===== src/rtl/lfsr_noise_pkg.sv =====
package lfsr_noise_pkg;

    // Kind of update the register performs on the coming clock edge.
    typedef enum logic [2:0] {
        STEP_RESET  = 3'd0,
        STEP_LOAD   = 3'd1,
        STEP_HOLD   = 3'd2,
        STEP_SHIFT  = 3'd3,
        STEP_ESCAPE = 3'd4
    } step_kind_e;

    // Default geometry: 24 stages, taps at stages 24, 23, 22 and 17.
    localparam int unsigned DEF_WIDTH = 24;
    localparam logic [DEF_WIDTH-1:0] DEF_TAPS = 24'hE1_0000;
    localparam logic [DEF_WIDTH-1:0] DEF_SEED = 24'h00_0001;

endpackage


===== src/rtl/lfsr_zero_detect.sv =====
module lfsr_zero_detect #(
    parameter int unsigned WIDTH = 24,
    parameter int unsigned CHUNK = 6
) (
    input  logic [WIDTH-1:0] state,
    output logic             all_zero
);
    localparam int unsigned NUM_CHUNKS = (WIDTH + CHUNK - 1) / CHUNK;
    localparam int unsigned PAD_W      = NUM_CHUNKS * CHUNK;

    logic [PAD_W-1:0]      padded;
    logic [NUM_CHUNKS-1:0] chunk_any;

    assign padded = PAD_W'(state);

    // First level: OR inside each chunk; second level: NOR across chunks.
    for (genvar c = 0; c < NUM_CHUNKS; c++) begin : g_chunk
        assign chunk_any[c] = |padded[c*CHUNK +: CHUNK];
    end

    assign all_zero = ~(|chunk_any);

endmodule


===== src/rtl/lfsr_feedback.sv =====
module lfsr_feedback #(
    parameter int unsigned     WIDTH    = 24,
    parameter logic [WIDTH-1:0] TAP_MASK = 24'hE1_0000
) (
    input  logic [WIDTH-1:0] state,
    input  logic             all_zero,
    input  logic             inject_en,
    input  logic             noise_in,
    output logic             shift_in
);
    logic [WIDTH-1:0] tapped;
    logic             linear_fb;
    logic             mixed_fb;

    for (genvar g = 0; g < WIDTH; g++) begin : g_tap
        if (TAP_MASK[g]) begin : g_on
            assign tapped[g] = state[g];
        end else begin : g_off
            assign tapped[g] = 1'b0;
        end
    end

    assign linear_fb = ^tapped;
    assign mixed_fb  = linear_fb ^ (inject_en & noise_in);
    // Non-linear escape: the zero flag forces a one into stage one.
    assign shift_in  = mixed_fb | all_zero;

endmodule


===== src/rtl/lfsr_step_ctrl.sv =====
module lfsr_step_ctrl
    import lfsr_noise_pkg::*;
(
    input  logic       rst,
    input  logic       load,
    input  logic       en,
    input  logic       all_zero,
    output step_kind_e step
);
    always_comb begin
        if (rst) begin
            step = STEP_RESET;
        end else if (load) begin
            step = STEP_LOAD;
        end else if (!en) begin
            step = STEP_HOLD;
        end else if (all_zero) begin
            step = STEP_ESCAPE;
        end else begin
            step = STEP_SHIFT;
        end
    end

endmodule


===== src/rtl/lfsr_shift_core.sv =====
module lfsr_shift_core
    import lfsr_noise_pkg::*;
#(
    parameter int unsigned      WIDTH = 24,
    parameter logic [WIDTH-1:0] SEED  = 24'h00_0001
) (
    input  logic             clk,
    input  logic             rst,
    input  step_kind_e       step,
    input  logic             shift_in,
    input  logic [WIDTH-1:0] load_value,
    output logic [WIDTH-1:0] state_q
);
    logic [WIDTH-1:0] state_d;

    always_comb begin
        unique case (step)
            STEP_RESET:  state_d = SEED;
            STEP_LOAD:   state_d = load_value;
            STEP_HOLD:   state_d = state_q;
            STEP_SHIFT:  state_d = {state_q[WIDTH-2:0], shift_in};
            STEP_ESCAPE: state_d = {state_q[WIDTH-2:0], shift_in};
            default:     state_d = state_q;
        endcase
    end

    always_ff @(posedge clk) begin
        state_q <= state_d;
    end

    // ---- assertions ----
    logic rst_seen_q;
    always_ff @(posedge clk) begin
        rst_seen_q <= rst;
    end

    always @(posedge clk) begin
        if (rst_seen_q) begin
            a_reset_seed_r1: assert (state_q == SEED)
                else $error("R1: register not at seed after reset");
        end
    end

    p_hold_stable_r2: assert property (@(posedge clk) disable iff (rst)
        (step == STEP_HOLD) |=> $stable(state_q))
        else $error("R2: register moved during hold");

    p_shift_moves_r3: assert property (@(posedge clk) disable iff (rst)
        (step == STEP_SHIFT) |=> (state_q[WIDTH-1:1] == $past(state_q[WIDTH-2:0])))
        else $error("R3: shift did not move bits up");

    p_escape_lands_r4: assert property (@(posedge clk) disable iff (rst)
        (step == STEP_ESCAPE) |=> (state_q == WIDTH'(1)))
        else $error("R4: escape did not land on one");

    p_load_lands_r7: assert property (@(posedge clk) disable iff (rst)
        (step == STEP_LOAD) |=> (state_q == $past(load_value)))
        else $error("R7: load value not taken");

endmodule


===== src/rtl/lfsr_noise_gen.sv =====
module lfsr_noise_gen
    import lfsr_noise_pkg::*;
#(
    parameter int unsigned      WIDTH     = DEF_WIDTH,
    parameter logic [WIDTH-1:0] TAP_MASK  = DEF_TAPS,
    parameter logic [WIDTH-1:0] SEED      = DEF_SEED,
    parameter int unsigned      NOR_CHUNK = 6
) (
    input  logic             clk,
    input  logic             rst,
    input  logic             en,
    input  logic             inject_en,
    input  logic             noise_in,
    input  logic             load,
    input  logic [WIDTH-1:0] load_value,
    output logic             noise_bit,
    output logic [WIDTH-1:0] state_out
);
    logic [WIDTH-1:0] state_q;
    logic             all_zero;
    logic             shift_in;
    step_kind_e       step;

    lfsr_zero_detect #(
        .WIDTH (WIDTH),
        .CHUNK (NOR_CHUNK)
    ) u_zero (
        .state    (state_q),
        .all_zero (all_zero)
    );

    lfsr_feedback #(
        .WIDTH    (WIDTH),
        .TAP_MASK (TAP_MASK)
    ) u_fb (
        .state     (state_q),
        .all_zero  (all_zero),
        .inject_en (inject_en),
        .noise_in  (noise_in),
        .shift_in  (shift_in)
    );

    lfsr_step_ctrl u_ctrl (
        .rst      (rst),
        .load     (load),
        .en       (en),
        .all_zero (all_zero),
        .step     (step)
    );

    lfsr_shift_core #(
        .WIDTH (WIDTH),
        .SEED  (SEED)
    ) u_core (
        .clk        (clk),
        .rst        (rst),
        .step       (step),
        .shift_in   (shift_in),
        .load_value (load_value),
        .state_q    (state_q)
    );

    assign state_out = state_q;
    assign noise_bit = state_q[WIDTH-1];

endmodule


===== config.mk =====
export PLATFORM = sky130hd
export DESIGN_NAME = lfsr_noise_gen
export DESIGN_NICKNAME = d
export VERILOG_FILES = /design/src/rtl/lfsr_noise_pkg.sv /design/src/rtl/lfsr_zero_detect.sv /design/src/rtl/lfsr_feedback.sv /design/src/rtl/lfsr_step_ctrl.sv /design/src/rtl/lfsr_shift_core.sv /design/src/rtl/lfsr_noise_gen.sv
export SDC_FILE = /design/constraint.sdc
export NUM_CORES = 1
export LEC_CHECK = 0
export BUFFER_PORTS_ARGS = -buffer_cell sky130_fd_sc_hd__clkbuf_2
export CORE_MARGIN = 3
export CORE_UTILIZATION = 46
export DETAILED_ROUTE_END_ITERATION = 8
export PLACE_DENSITY = 0.8
export REMOVE_ABC_BUFFERS = 1
export SLEW_MARGIN = 15
export SYNTH_ARGS = -nofsm -noshare
export SYNTH_HDL_FRONTEND = slang
export SYNTH_SLANG_ARGS = --single-unit

===== constraint.sdc =====
create_clock -name clk -period 1.9 [get_ports clk]
set_clock_uncertainty 0.15 [all_clocks]
set_input_delay 0.38 -clock clk [delete_from_list [all_inputs] [get_ports clk]]
set_output_delay 0.38 -clock clk [all_outputs]
set_load 0.05 [all_outputs]

==> parameters.txt <==
Parameter                              Value

Floorplanning
  Floorplan die area    3410 um2
  Number of rows in the core area    18
  Starting utilization of the core area    0.496
  Core Box Area    2540 um2
  Ports    55
  Die H    58.4 um
  Width of the die    58.4 um

Placed design
  Final estimated routing congestion in global placement    0.785
  HPWL after DPL    2410 um
  Place WS    0.268 ns
  Placed instance count    209
  IO buf count    54

Critical path
  Arrival time of the worst setup path    1.53 ns
  Sort of element at the start of the critical path    register
  Most common cell on crit path    sky130_fd_sc_hd__xnor2_1
  Critical path peak fanout    3
  Launching instance or port of the critical path    u_core.state_q[22]$_DFFE_PP_
  Worst path max stage delay    0.44 ns
  Cell with the biggest individual delay on the critical path    sky130_fd_sc_hd__edfxtp_1
  Critical path start-end classification    reg2reg
  Cell Chain, Critical Path    inv_1, ha_1, xnor2_1, xnor2_1, a41oi_2
  Reg-to-reg critical path startpoint    u_core.state_q[22]$_DFFE_PP_
  Required arrival time at the worst endpoint    1.80 ns
  CP Capture Type    register

Finish
  Number of standard cells in the final layout excluding fillers    213
  Area grow syn2layout    26.6%
  Final core area utilization    0.628
  # nets final    215
  Ratio of cells with drive above 1 in the final layout    0.372
  Top flop regs    u_core.state_q (24)
  Number of filler cells placed in the layout    221
  Antenna cell count    0
  Top register by number of flip-flops    u_core.state_q
  Flip-flop count of the largest register, all copies and words added    24

Clock tree
  Clock tree root buffer cell    sky130_fd_sc_hd__clkbuf_4
  Number of buffers inserted by hold repair at cts    0
  Resize count post-CTS    0
  H-tree depth    1
  CTS Buffer Depth    2
  Clock input transition at the sequential cells of the worst setup and hold paths    0.14 ns
  TritonCTS clock tree    built
  Post-CTS Setup Inserts    0
  Insertion delay of the later-clocked pin in the worst-skew pair    0.31 ns
  Number of buffers created by CTS    3
  Clock tree sinks    24

Drt
  Total wire length after detailed routing    3140 um
  Remaining DRCs    0
  Router iterations before antenna repair    4
  Routed len/inst    14.8 um
  Starting DRT DRC Count    40
  Number of nets still failing antenna checks after routing    0
  Vias per std cell    5.46
  Vias    1164

Yosys
  Adder and majority cell fraction of the synthesized area    0.00991
  Combinational family with the most area after synthesis    simple AND/OR/NAND/NOR gates
  Proportion of synthesized area in mux cells    0
  Synthesized area    1260 um2
  Synth area leaders    sky130_fd_sc_hd__edfxtp_1, sky130_fd_sc_hd__nor2_1, sky130_fd_sc_hd__a21oi_1
  Number of warnings issued by yosys    0
  Async SR Flop Fraction    0
  Compound-cell area share of the yosys netlist    0.122
  Synthesized netlist cell count    129
  Fraction of post-synthesis cell area in the top cell type by area    0.571
  Post-synth top flop    sky130_fd_sc_hd__edfxtp_1
  Number of flops mapped to enable cells by yosys    24
  Sequential cell area fraction in the yosys report    0.571
  Register bit total from synthesis    24
  Largest area contributor in the netlist    sky130_fd_sc_hd__edfxtp_1
  Post-Synthesis Mean Instance Area    9.79 um2
  XOR/XNOR share of the synthesized area    0.0208
  Cell with the most instances after synthesis    sky130_fd_sc_hd__nor2_1
  Synth Area in Simple Gates    0.230
  Most frequent cells after synthesis    sky130_fd_sc_hd__nor2_1, sky130_fd_sc_hd__edfxtp_1, sky130_fd_sc_hd__nand2_1
  Count of different cell masters after synthesis    22

Flow run
  Max Cap Violations    0

Power and ir drop
  Switching fraction of total power    0.348
  Combinational fraction of design power    0.280
  Fraction of power consumed by sequential logic    0.539
  P_int    807 uW
  Total power    1.24 mW
  Max VDD drop    544 uV
  P_sw    430 uW
  Power density over the cells    774 nW/um2
  Leak pwr    0.720 nW
  Share of power burned in the clock network    0.181

STA
  Crit share post-route    0.857
  Final count of hold timing violations    0
  Final count of pins violating max slew    0
  RSZ-0062 raised after global routing    no
  Final setup fails    0
  Tightest slew margin relative to the limit    0.621
  Period minus WS final    1.63 ns
  Final WS setup    0.272 ns
  Max Freq    614 MHz
  Aggregate negative setup slack    0 ns
  Worst slew pin tran    0.567 ns

Global route
  Residual overflow from global routing    0
  Maximum number of pins on one net before global-route repair    25
  Wire length of the first global-routing pass    5020 um
  All-layer global routing usage    0.189
  Number of antenna violations at the first check in global routing    0
  Via count of the first global-routing pass    1103

Worst hold path
  Worst Hold Launch    load_value[11]
  Class of the tightest hold or removal check    in2reg

Status
  Result of the run    finished, final reports clean
## stage by stage
step	hold slack [ns]	instance area (um2)
after floorplan	0.415	1210
after global placement	0.471	1570
after detailed placement	0.500	1570
after CTS	0.226	1600
after global routing	0.234	1600
final	0.225	1600
## final timing paths
check                                      end  slack (ns)  cells past startpoint
setup / recovery   u_core.state_q[0]$_DFFE_PP_        0.27                      5
hold reg to reg    u_core.state_q[2]$_DFFE_PP_        0.52                      2
setup reg to reg   u_core.state_q[0]$_DFFE_PP_        0.27                      5
hold / removal    u_core.state_q[11]$_DFFE_PP_        0.22                      3
## cell type report
type	instances	area [um2]	area share
clock inverters	1	3.75	0.00235
well taps	30	37.5	0.0235
inverters	2	7.51	0.00470
repair buffers	61	323	0.202
flip-flops and latches	24	721	0.451
clock buffers	3	22.5	0.0141
multi-input cells	92	483	0.302
## worst max-delay path: cells and delay by family (launching register included)
| kind | cells | cell delay, ns |
|---|---|---|
| DFF | 1 | 0.44 |
| buffers and inverters | 1 | 0.08 |
| xor gates and xnor gates | 2 | 0.35 |
| AOI/OAI and AO/OA | 1 | 0.13 |
| adders and majority gates | 1 | 0.24 |
## per-layer routing
layer  global-route usage  part of all wire  up-vias
met1                0.256              0.40      540
met3               0.0241             0.070        4
met4               0.0530             0.012        0
li1                     -                 -      561
met5                    0                 0        -
met2                0.319              0.51       59
## placed cells by master (no fill, tap or decap)
master                     netlist  layout
sky130_fd_sc_hd__inv_1           2       2
sky130_fd_sc_hd__edfxtp_1       24      24
sky130_fd_sc_hd__a22oi_1         9       9
sky130_fd_sc_hd__nand3_1         1       1
sky130_fd_sc_hd__clkinv_1        0       1
sky130_fd_sc_hd__nor2b_1         1       1
sky130_fd_sc_hd__nor4_2          2       2
sky130_fd_sc_hd__nor3_1          1       1
sky130_fd_sc_hd__or3_1           1       1
sky130_fd_sc_hd__nor4_1          2       2
sky130_fd_sc_hd__nor2_1         38      38
sky130_fd_sc_hd__xnor2_1         2       2
sky130_fd_sc_hd__clkbuf_4        0       3
sky130_fd_sc_hd__nor4b_2         1       1
sky130_fd_sc_hd__nand2_1        15      15
sky130_fd_sc_hd__buf_4           1       7
sky130_fd_sc_hd__and4_1          1       1
sky130_fd_sc_hd__ha_1            1       1
sky130_fd_sc_hd__clkbuf_2        0      54
sky130_fd_sc_hd__nor3b_1         1       1
sky130_fd_sc_hd__a41oi_2         1       1
sky130_fd_sc_hd__a21oi_1        14      14
sky130_fd_sc_hd__xor2_1          1       1
## logic make-up (layout without fill, tap and decap cells)
family	after synthesis	in the layout
AO/OA/AOI/OAI	24	24
buffers and inverters	13	67
AND/OR/NAND/NOR	64	64
adder cells (fa/ha/maj)	1	1
XOR/XNOR	3	3
flip-flops	24	24
## power by group through the flow
stage	clock network (mW)	logic, mW	registers [mW]
after global routing	0.251	0.371	0.673
after CTS	0.232	0.348	0.667
after global placement	0	0.342	0.676
final	0.224	0.346	0.667
after detailed placement	0	0.347	0.679
after floorplan	0	0.0810	0.817
Power figures use the tool's default switching activity.
